**config.mk**
```make
export PLATFORM = sky130hd
export DESIGN_NAME = synth_prog_if
export DESIGN_NICKNAME = d
export VERILOG_FILES = /design/src/rtl/synth_prog_pkg.sv /design/src/rtl/synth_ser_shift.sv /design/src/rtl/synth_word_regs.sv /design/src/rtl/synth_speedup.sv /design/src/rtl/synth_prog_if.sv
export SDC_FILE = /design/constraint.sdc
export NUM_CORES = 1
export LEC_CHECK = 0
export BUFFER_PORTS_ARGS = -buffer_cell sky130_fd_sc_hd__buf_2
export CORE_ASPECT_RATIO = 1.75
export CORE_UTILIZATION = 40
export DETAILED_ROUTE_END_ITERATION = 10
export SYNTH_ARGS = -nofsm -noshare
export SYNTH_HDL_FRONTEND = slang
export SYNTH_SLANG_ARGS = --single-unit
```
**constraint.sdc**
```tcl
create_clock -name clk -period 1.8 [get_ports clk]
set_clock_uncertainty 0.05 [all_clocks]
set_input_delay 0.18 -clock clk [delete_from_list [all_inputs] [get_ports clk]]
set_output_delay 0.18 -clock clk [all_outputs]
set_load 0.005 [all_outputs]
```
**src/rtl/synth_prog_pkg.sv**
```systemverilog
package synth_prog_pkg;
  localparam int WORD_W  = 24;
  localparam int N_W     = 16;
  localparam int NF_W    = 3;
  localparam int R_W     = 10;
  localparam int LOCK_W  = 2;
  localparam int DAC_W   = 8;
  localparam int AUXN_W  = 14;
  localparam int GAIN_W  = 2;
  localparam int SEL_W   = 3;

  typedef enum logic [2:0] {K_MAIN, K_REF, K_AUX, K_TEST, K_NONE} word_kind_e;

  typedef struct packed {
    logic              fmod5;
    logic [NF_W-1:0]   nf;
    logic [N_W-1:0]    n;
    logic [R_W-1:0]    r;
    logic [LOCK_W-1:0] lock;
    logic              main_on;
    logic              aux_on;
    logic [DAC_W-1:0]  dac_work;
    logic [AUXN_W-1:0] aux_n;
    logic [GAIN_W-1:0] gain;
    logic [SEL_W-1:0]  msel;
    logic [SEL_W-1:0]  asel;
    logic              t_dis;
    logic              t_force;
  } prog_cfg_t;

  localparam logic [DAC_W-1:0] DAC_RESET = 8'd80;

  localparam prog_cfg_t CFG_RESET = '{
    fmod5: 1'b0, nf: 3'd4, n: 16'd17504, r: 10'd81, lock: 2'd0,
    main_on: 1'b1, aux_on: 1'b1, dac_work: DAC_RESET, aux_n: 14'd458,
    gain: 2'd3, msel: 3'd0, asel: 3'd0, t_dis: 1'b0, t_force: 1'b0};

  // Top three bits of a word pick its destination.
  function automatic word_kind_e classify(input logic [2:0] a);
    case (a[2:1])
      2'b00:   return K_MAIN;
      2'b01:   return K_REF;
      2'b10:   return K_AUX;
      default: return a[0] ? K_NONE : K_TEST;
    endcase
  endfunction

  // Hardware pin inverts the sense of a software power bit.
  function automatic logic eff_enable(input logic sw_bit, input logic pin);
    return sw_bit ^ pin;
  endfunction
endpackage

```
**src/rtl/synth_ser_shift.sv**
```systemverilog
module synth_ser_shift
  import synth_prog_pkg::*;
#(
  parameter int W_BITS      = WORD_W,
  parameter int SYNC_STAGES = 2
) (
  input  logic              clk,
  input  logic              rst_n,
  input  logic              ser_clk,
  input  logic              ser_data,
  input  logic              ser_strobe,
  output logic [W_BITS-1:0] shift_q,
  output logic              load_p,
  output logic              strb_lvl,
  output logic              strb_fall
);
  localparam int TOP = SYNC_STAGES - 1;

  logic [SYNC_STAGES-1:0] ck_sy, dt_sy, st_sy;
  logic ck_d, st_d;
  logic ck_s, dt_s, st_s;
  logic shift_evt;

  assign ck_s = ck_sy[TOP];
  assign dt_s = dt_sy[TOP];
  assign st_s = st_sy[TOP];

  assign shift_evt = ck_s & ~ck_d & ~st_s;
  assign load_p    = st_s & ~st_d;
  assign strb_fall = ~st_s & st_d;
  assign strb_lvl  = st_s;

  always_ff @(posedge clk or negedge rst_n) begin
    if (!rst_n) begin
      ck_sy   <= '0;
      dt_sy   <= '0;
      st_sy   <= '0;
      ck_d    <= 1'b0;
      st_d    <= 1'b0;
      shift_q <= '0;
    end else begin
      ck_sy <= {ck_sy[SYNC_STAGES-2:0], ser_clk};
      dt_sy <= {dt_sy[SYNC_STAGES-2:0], ser_data};
      st_sy <= {st_sy[SYNC_STAGES-2:0], ser_strobe};
      ck_d  <= ck_s;
      st_d  <= st_s;
      if (shift_evt) shift_q <= {dt_s, shift_q[W_BITS-1:1]};
    end
  end

  p_hold_strobe_r6: assert property (@(posedge clk) disable iff (!rst_n)
    strb_lvl |=> $stable(shift_q));

  p_load_single_r6: assert property (@(posedge clk) disable iff (!rst_n)
    load_p |=> !load_p);
endmodule

```
**src/rtl/synth_word_regs.sv**
```systemverilog
module synth_word_regs
  import synth_prog_pkg::*;
(
  input  logic              clk,
  input  logic              rst_n,
  input  logic              load_p,
  input  logic [WORD_W-1:0] word,
  output prog_cfg_t         cfg,
  output logic              main_loaded
);
  word_kind_e       kind;
  logic [DAC_W-1:0] dac_hold;

  assign kind        = classify(word[WORD_W-1 -: 3]);
  assign main_loaded = load_p && (kind == K_MAIN);

  always_ff @(posedge clk or negedge rst_n) begin
    if (!rst_n) begin
      cfg      <= CFG_RESET;
      dac_hold <= DAC_RESET;
    end else if (load_p) begin
      case (kind)
        K_MAIN: begin
          cfg.fmod5    <= word[21];
          cfg.nf       <= word[20:18];
          cfg.n        <= word[17:2];
          cfg.dac_work <= dac_hold;
        end
        K_REF: begin
          cfg.r       <= word[21:12];
          cfg.lock    <= word[11:10];
          cfg.main_on <= word[9];
          cfg.aux_on  <= word[8];
          dac_hold    <= word[7:0];
        end
        K_AUX: begin
          cfg.aux_n <= word[21:8];
          cfg.gain  <= word[7:6];
          cfg.msel  <= word[5:3];
          cfg.asel  <= word[2:0];
        end
        K_TEST: begin
          cfg.t_dis   <= word[16];
          cfg.t_force <= word[15];
        end
        default: ;
      endcase
    end
  end

  p_dac_hold_r7: assert property (@(posedge clk) disable iff (!rst_n)
    !main_loaded |=> $stable(cfg.dac_work));

  p_ignore_r5: assert property (@(posedge clk) disable iff (!rst_n)
    (load_p && kind == K_NONE) |=> $stable(cfg));
endmodule

```
**src/rtl/synth_speedup.sv**
```systemverilog
module synth_speedup (
  input  logic clk,
  input  logic rst_n,
  input  logic main_loaded,
  input  logic strb_fall,
  input  logic t_dis,
  input  logic t_force,
  output logic speedup
);
  logic armed;

  always_ff @(posedge clk or negedge rst_n) begin
    if (!rst_n)           armed <= 1'b0;
    else if (main_loaded) armed <= 1'b1;
    else if (strb_fall)   armed <= 1'b0;
  end

  assign speedup = ~t_dis & (t_force | armed);

  p_spu_fall_r8: assert property (@(posedge clk) disable iff (!rst_n)
    (strb_fall && !t_force) |=> !speedup);
endmodule

```
**src/rtl/synth_prog_if.sv**
```systemverilog
module synth_prog_if
  import synth_prog_pkg::*;
(
  input  logic              clk,
  input  logic              rst_n,
  input  logic              ser_clk,
  input  logic              ser_data,
  input  logic              ser_strobe,
  input  logic              pwr_pin,
  output logic [N_W-1:0]    main_n,
  output logic [NF_W-1:0]   frac_nf,
  output logic              frac_mod5,
  output logic [R_W-1:0]    ref_r,
  output logic [LOCK_W-1:0] lock_mode,
  output logic [DAC_W-1:0]  comp_dac,
  output logic [AUXN_W-1:0] aux_n,
  output logic [GAIN_W-1:0] pump_gain,
  output logic              integ_pump_en,
  output logic [SEL_W-1:0]  main_sel,
  output logic [SEL_W-1:0]  aux_sel,
  output logic              main_en,
  output logic              aux_en,
  output logic              speedup
);
  logic [WORD_W-1:0] shift_q;
  logic load_p, strb_lvl, strb_fall, main_loaded;
  prog_cfg_t cfg;

  synth_ser_shift #(.W_BITS(WORD_W), .SYNC_STAGES(2)) u_shift (
    .clk(clk), .rst_n(rst_n), .ser_clk(ser_clk), .ser_data(ser_data),
    .ser_strobe(ser_strobe), .shift_q(shift_q), .load_p(load_p),
    .strb_lvl(strb_lvl), .strb_fall(strb_fall));

  synth_word_regs u_regs (
    .clk(clk), .rst_n(rst_n), .load_p(load_p), .word(shift_q),
    .cfg(cfg), .main_loaded(main_loaded));

  synth_speedup u_spu (
    .clk(clk), .rst_n(rst_n), .main_loaded(main_loaded),
    .strb_fall(strb_fall), .t_dis(cfg.t_dis), .t_force(cfg.t_force),
    .speedup(speedup));

  assign main_n        = cfg.n;
  assign frac_nf       = cfg.nf;
  assign frac_mod5     = cfg.fmod5;
  assign ref_r         = cfg.r;
  assign lock_mode     = cfg.lock;
  assign comp_dac      = cfg.dac_work;
  assign aux_n         = cfg.aux_n;
  assign pump_gain     = cfg.gain;
  assign integ_pump_en = ~cfg.gain[1];
  assign main_sel      = cfg.msel;
  assign aux_sel       = cfg.asel;
  assign main_en       = eff_enable(cfg.main_on, pwr_pin);
  assign aux_en        = eff_enable(cfg.aux_on, pwr_pin);

  p_dis_prio_r10: assert property (@(posedge clk) disable iff (!rst_n)
    cfg.t_dis |-> !speedup);

  p_force_on_r9: assert property (@(posedge clk) disable iff (!rst_n)
    (cfg.t_force && !cfg.t_dis) |-> speedup);
endmodule

```
==> run_results.csv <==
group,metric,value,unit
layout,insertedDiodeCount,0,
setup_path,cp_max_fo,17,
timing,drv_slew,0,
clocking,cts_buffers,9,
drt,avgRoutedWirePerCell,16.2,um
setup_path,cp_num_buf_inv,1,
layout,final_cell_area,4970,um2
floorplanning,die-area,11700,um2
power,seq_power_share,0.531,
layout,areaGrowthSynthToFinish,10.7,%
drt,first_pass_iters,3,
layout,nNetsFinal,323,
power,combinationalPowerShare,0.134,
drt,viasPerCell,4.79,
floorplanning,start_util,0.415,
synthesis,synth_area,4490,um2
drt,drt-initial-drc-count,87,
setup_path,worstPathCellList,"nand2b_2 > nor3b_4 > buf_12 > mux2_2",
power,peakVddDrop,0.565,mV
power,leakage,2.55,nW
clocking,cts.repair.resized,0,
power,power_density,1120,nW/um2
grt,grt.total_usage,0.144,
clocking,clk_pin_slew,0.06,ns
timing,slew_headroom,0.783,
grt,grt_pass1_wl,12200,um
setup_path,cp_slowest_cell,"dfrtp_1",
synthesis,synth_edf_count,0,
clocking,clock_path_buffers,2,
synthesis,ys_async_sr_fraction,1.00,
timing,rsz0062_at_grt,"false",
grt,grt_pass1_vias,2247,
timing,tightestPinTransition,0.326,ns
drt,vias,2164,
setup_path,criticalPathCategory,"reg2reg",
power,p_sw,1.35,mW
power,clkPwrFrac,0.334,
synthesis,yosysWarnings,0,
setup_path,crit_path_max_incr_delay,0.38,ns
grt,grt_remaining_overflow,0,
placement,numPortBuffers,71,
power,p_int,4.23,mW
synthesis,syn_avg_cell_area,15.5,um2
grt,grt_max_degree,31,
synthesis,syn-num-nets,295,
clocking,tritoncts,"done",
layout,drive_gt1_frac,0.689,
setup_path,cp-start-kind,"flop",
min_path,min_path_type,"in2async",
clocking,root_buffer,"clkbuf_16",
outcome,outcome,"completed",
placement,place_area,4640,um2
clocking,hold_buffers,4,
floorplanning,die_height,142,um
setup_path,critPathArrivalTime,1.81,ns
power,switching_share,0.241,
clocking,clkLatencyLatePin,0.34,ns
clocking,cts_setup_buffers,0,
clocking,cts.sinks,107,
synthesis,syn-instance-count,289,
setup_path,cp.required,1.97,ns
timing,setup-tns-final,0,ns
layout,fin_util,0.459,
setup_path,crit_path_end_kind,"flop",
synthesis,ys_types,18,
setup_path,cp_top_family,"simple AND/OR/NAND/NOR gates",
timing,setup_viol,0,
synthesis,yosysSeqAreaShare,0.602,
timing,post-route-period-util,0.907,
placement,gp_congestion,0.713,
synthesis,synth_ff_type,"dfrtp_1",
floorplanning,fp.coreArea,10800,um2
timing,fmax,612,MHz
power,power,5.58,mW
synthesis,ys_seq_elements,107,
drt,drc_errors,0,
floorplanning,rows,50,
grt,grt_antenna_before_repair,0,
timing,period_needed,1.63,ns
placement,dp_hpwl,5120,um
floorplanning,io_pins,72,
job,maxCapViolCount,0,
drt,detail-route-antenna-nets,0,
clocking,htree_levels,3,
timing,hold_viol_final,0,
floorplanning,die_w,82.1,um
drt,routed_wl,7330,um
[per-layer routing]
metal	vias up	part of all wire	wire length [um]	GRT usage
li1	979	-	-	-
met1	1127	0.41	3030	0.174
met2	49	0.53	3870	0.234
met3	9	0.040	296	0.0410
met4	0	0.019	141	0.0665
met5	-	0	0	0
[power groups by stage]
stage          Clock [mW]  Combinational [mW]  Sequential, mW
2_1_floorplan           0               0.663            2.92
3_3_place_gp            0               0.743            3.01
3_5_place_dp            0               0.762            3.02
4_1_cts              1.95               0.770            2.97
5_1_grt              2.04               0.828            3.02
6_report             1.87               0.748            2.96
[metrics by stage]
| step | std cells | worst slack, ns | hold WS [ns] |
|---|---|---|---|
| after floorplan | 289 | 0.260 | -0.166 |
| after global placement | 432 | 0.225 | 0.0572 |
| after detailed placement | 432 | 0.178 | 0.0588 |
| after CTS | 452 | 0.161 | 0.222 |
| after global routing | 452 | 0.108 | 0.261 |
| final | 452 | 0.167 | 0.224 |
[flip-flops by register name (all words and copies together) (netlist names)]
signal,flops
u_regs.cfg,66
u_shift.shift_q,24
u_regs.dac_hold,8
u_shift.ck_sy,2
u_shift.dt_sy,2
u_shift.st_sy,2
u_shift.ck_d,1
u_shift.st_d,1
u_spu.armed,1
[path summary, 6_finish.rpt]
path                                   from                to  slack [ns]  cells past startpoint
hold reg to reg            u_shift.dt_sy[0]  u_shift.dt_sy[1]        0.30                      0
setup / recovery               u_shift.st_d    u_regs.cfg[38]        0.17                      4
setup reg to reg               u_shift.st_d    u_regs.cfg[38]        0.17                      4
max in group asynchronous             rst_n    u_regs.cfg[16]        0.88                      3
min in group clk           u_shift.dt_sy[0]  u_shift.dt_sy[1]        0.30                      0
hold / removal                        rst_n    u_regs.cfg[59]        0.22                      2
[layout make-up]
class	instances	area [um2]
timing repair buffer	87	563
clock buffer	13	270
tap	130	163
inverter	1	3.75
clock inverter	3	21.3
fill	980	5850
sequential	107	2700
multi-input combinational	111	1250
[worst register-to-register path, delay by kind of cell, from the launching register on]
family | cells | cell delay (ns)
and+or+nand+nor | 2 | 0.54
DFF | 1 | 0.38
muxes | 1 | 0.35
buffers and inverters | 1 | 0.20
[logic make-up (layout without fill, tap and decap cells)]
logic type / Yosys count / in the layout / synth area share
compound gates: 1 / 1 / 0.00167
simple gates: 10 / 10 / 0.0217
flops: 107 / 107 / 0.602
mux: 98 / 98 / 0.247
buf+inv: 71 / 104 / 0.123
xor+xnor: 2 / 2 / 0.00390
[layout by cell type (no fill, tap or decap), drive strengths merged, types with 2 or more instances in the layout]
cell type     n
buf          83
clkbuf       13
clkinv        2
dfrtp        86
dfstp        21
dlygate4sd3   4
mux2         98
nand2b        2
nor2          2
nor3b         3
xor2          2
[synthesized netlist by cell type (2+ instances only)]
master	n	area, um2
nor3b_4	2	37.5
nor2_1	2	7.51
mux2_4	2	30.0
buf_4	64	480
dfstp_2	21	552
buf_6	6	67.6
xor2_1	2	17.5
dfrtp_1	86	2150
mux2_2	95	1070
Power figures use the tool's default switching activity.
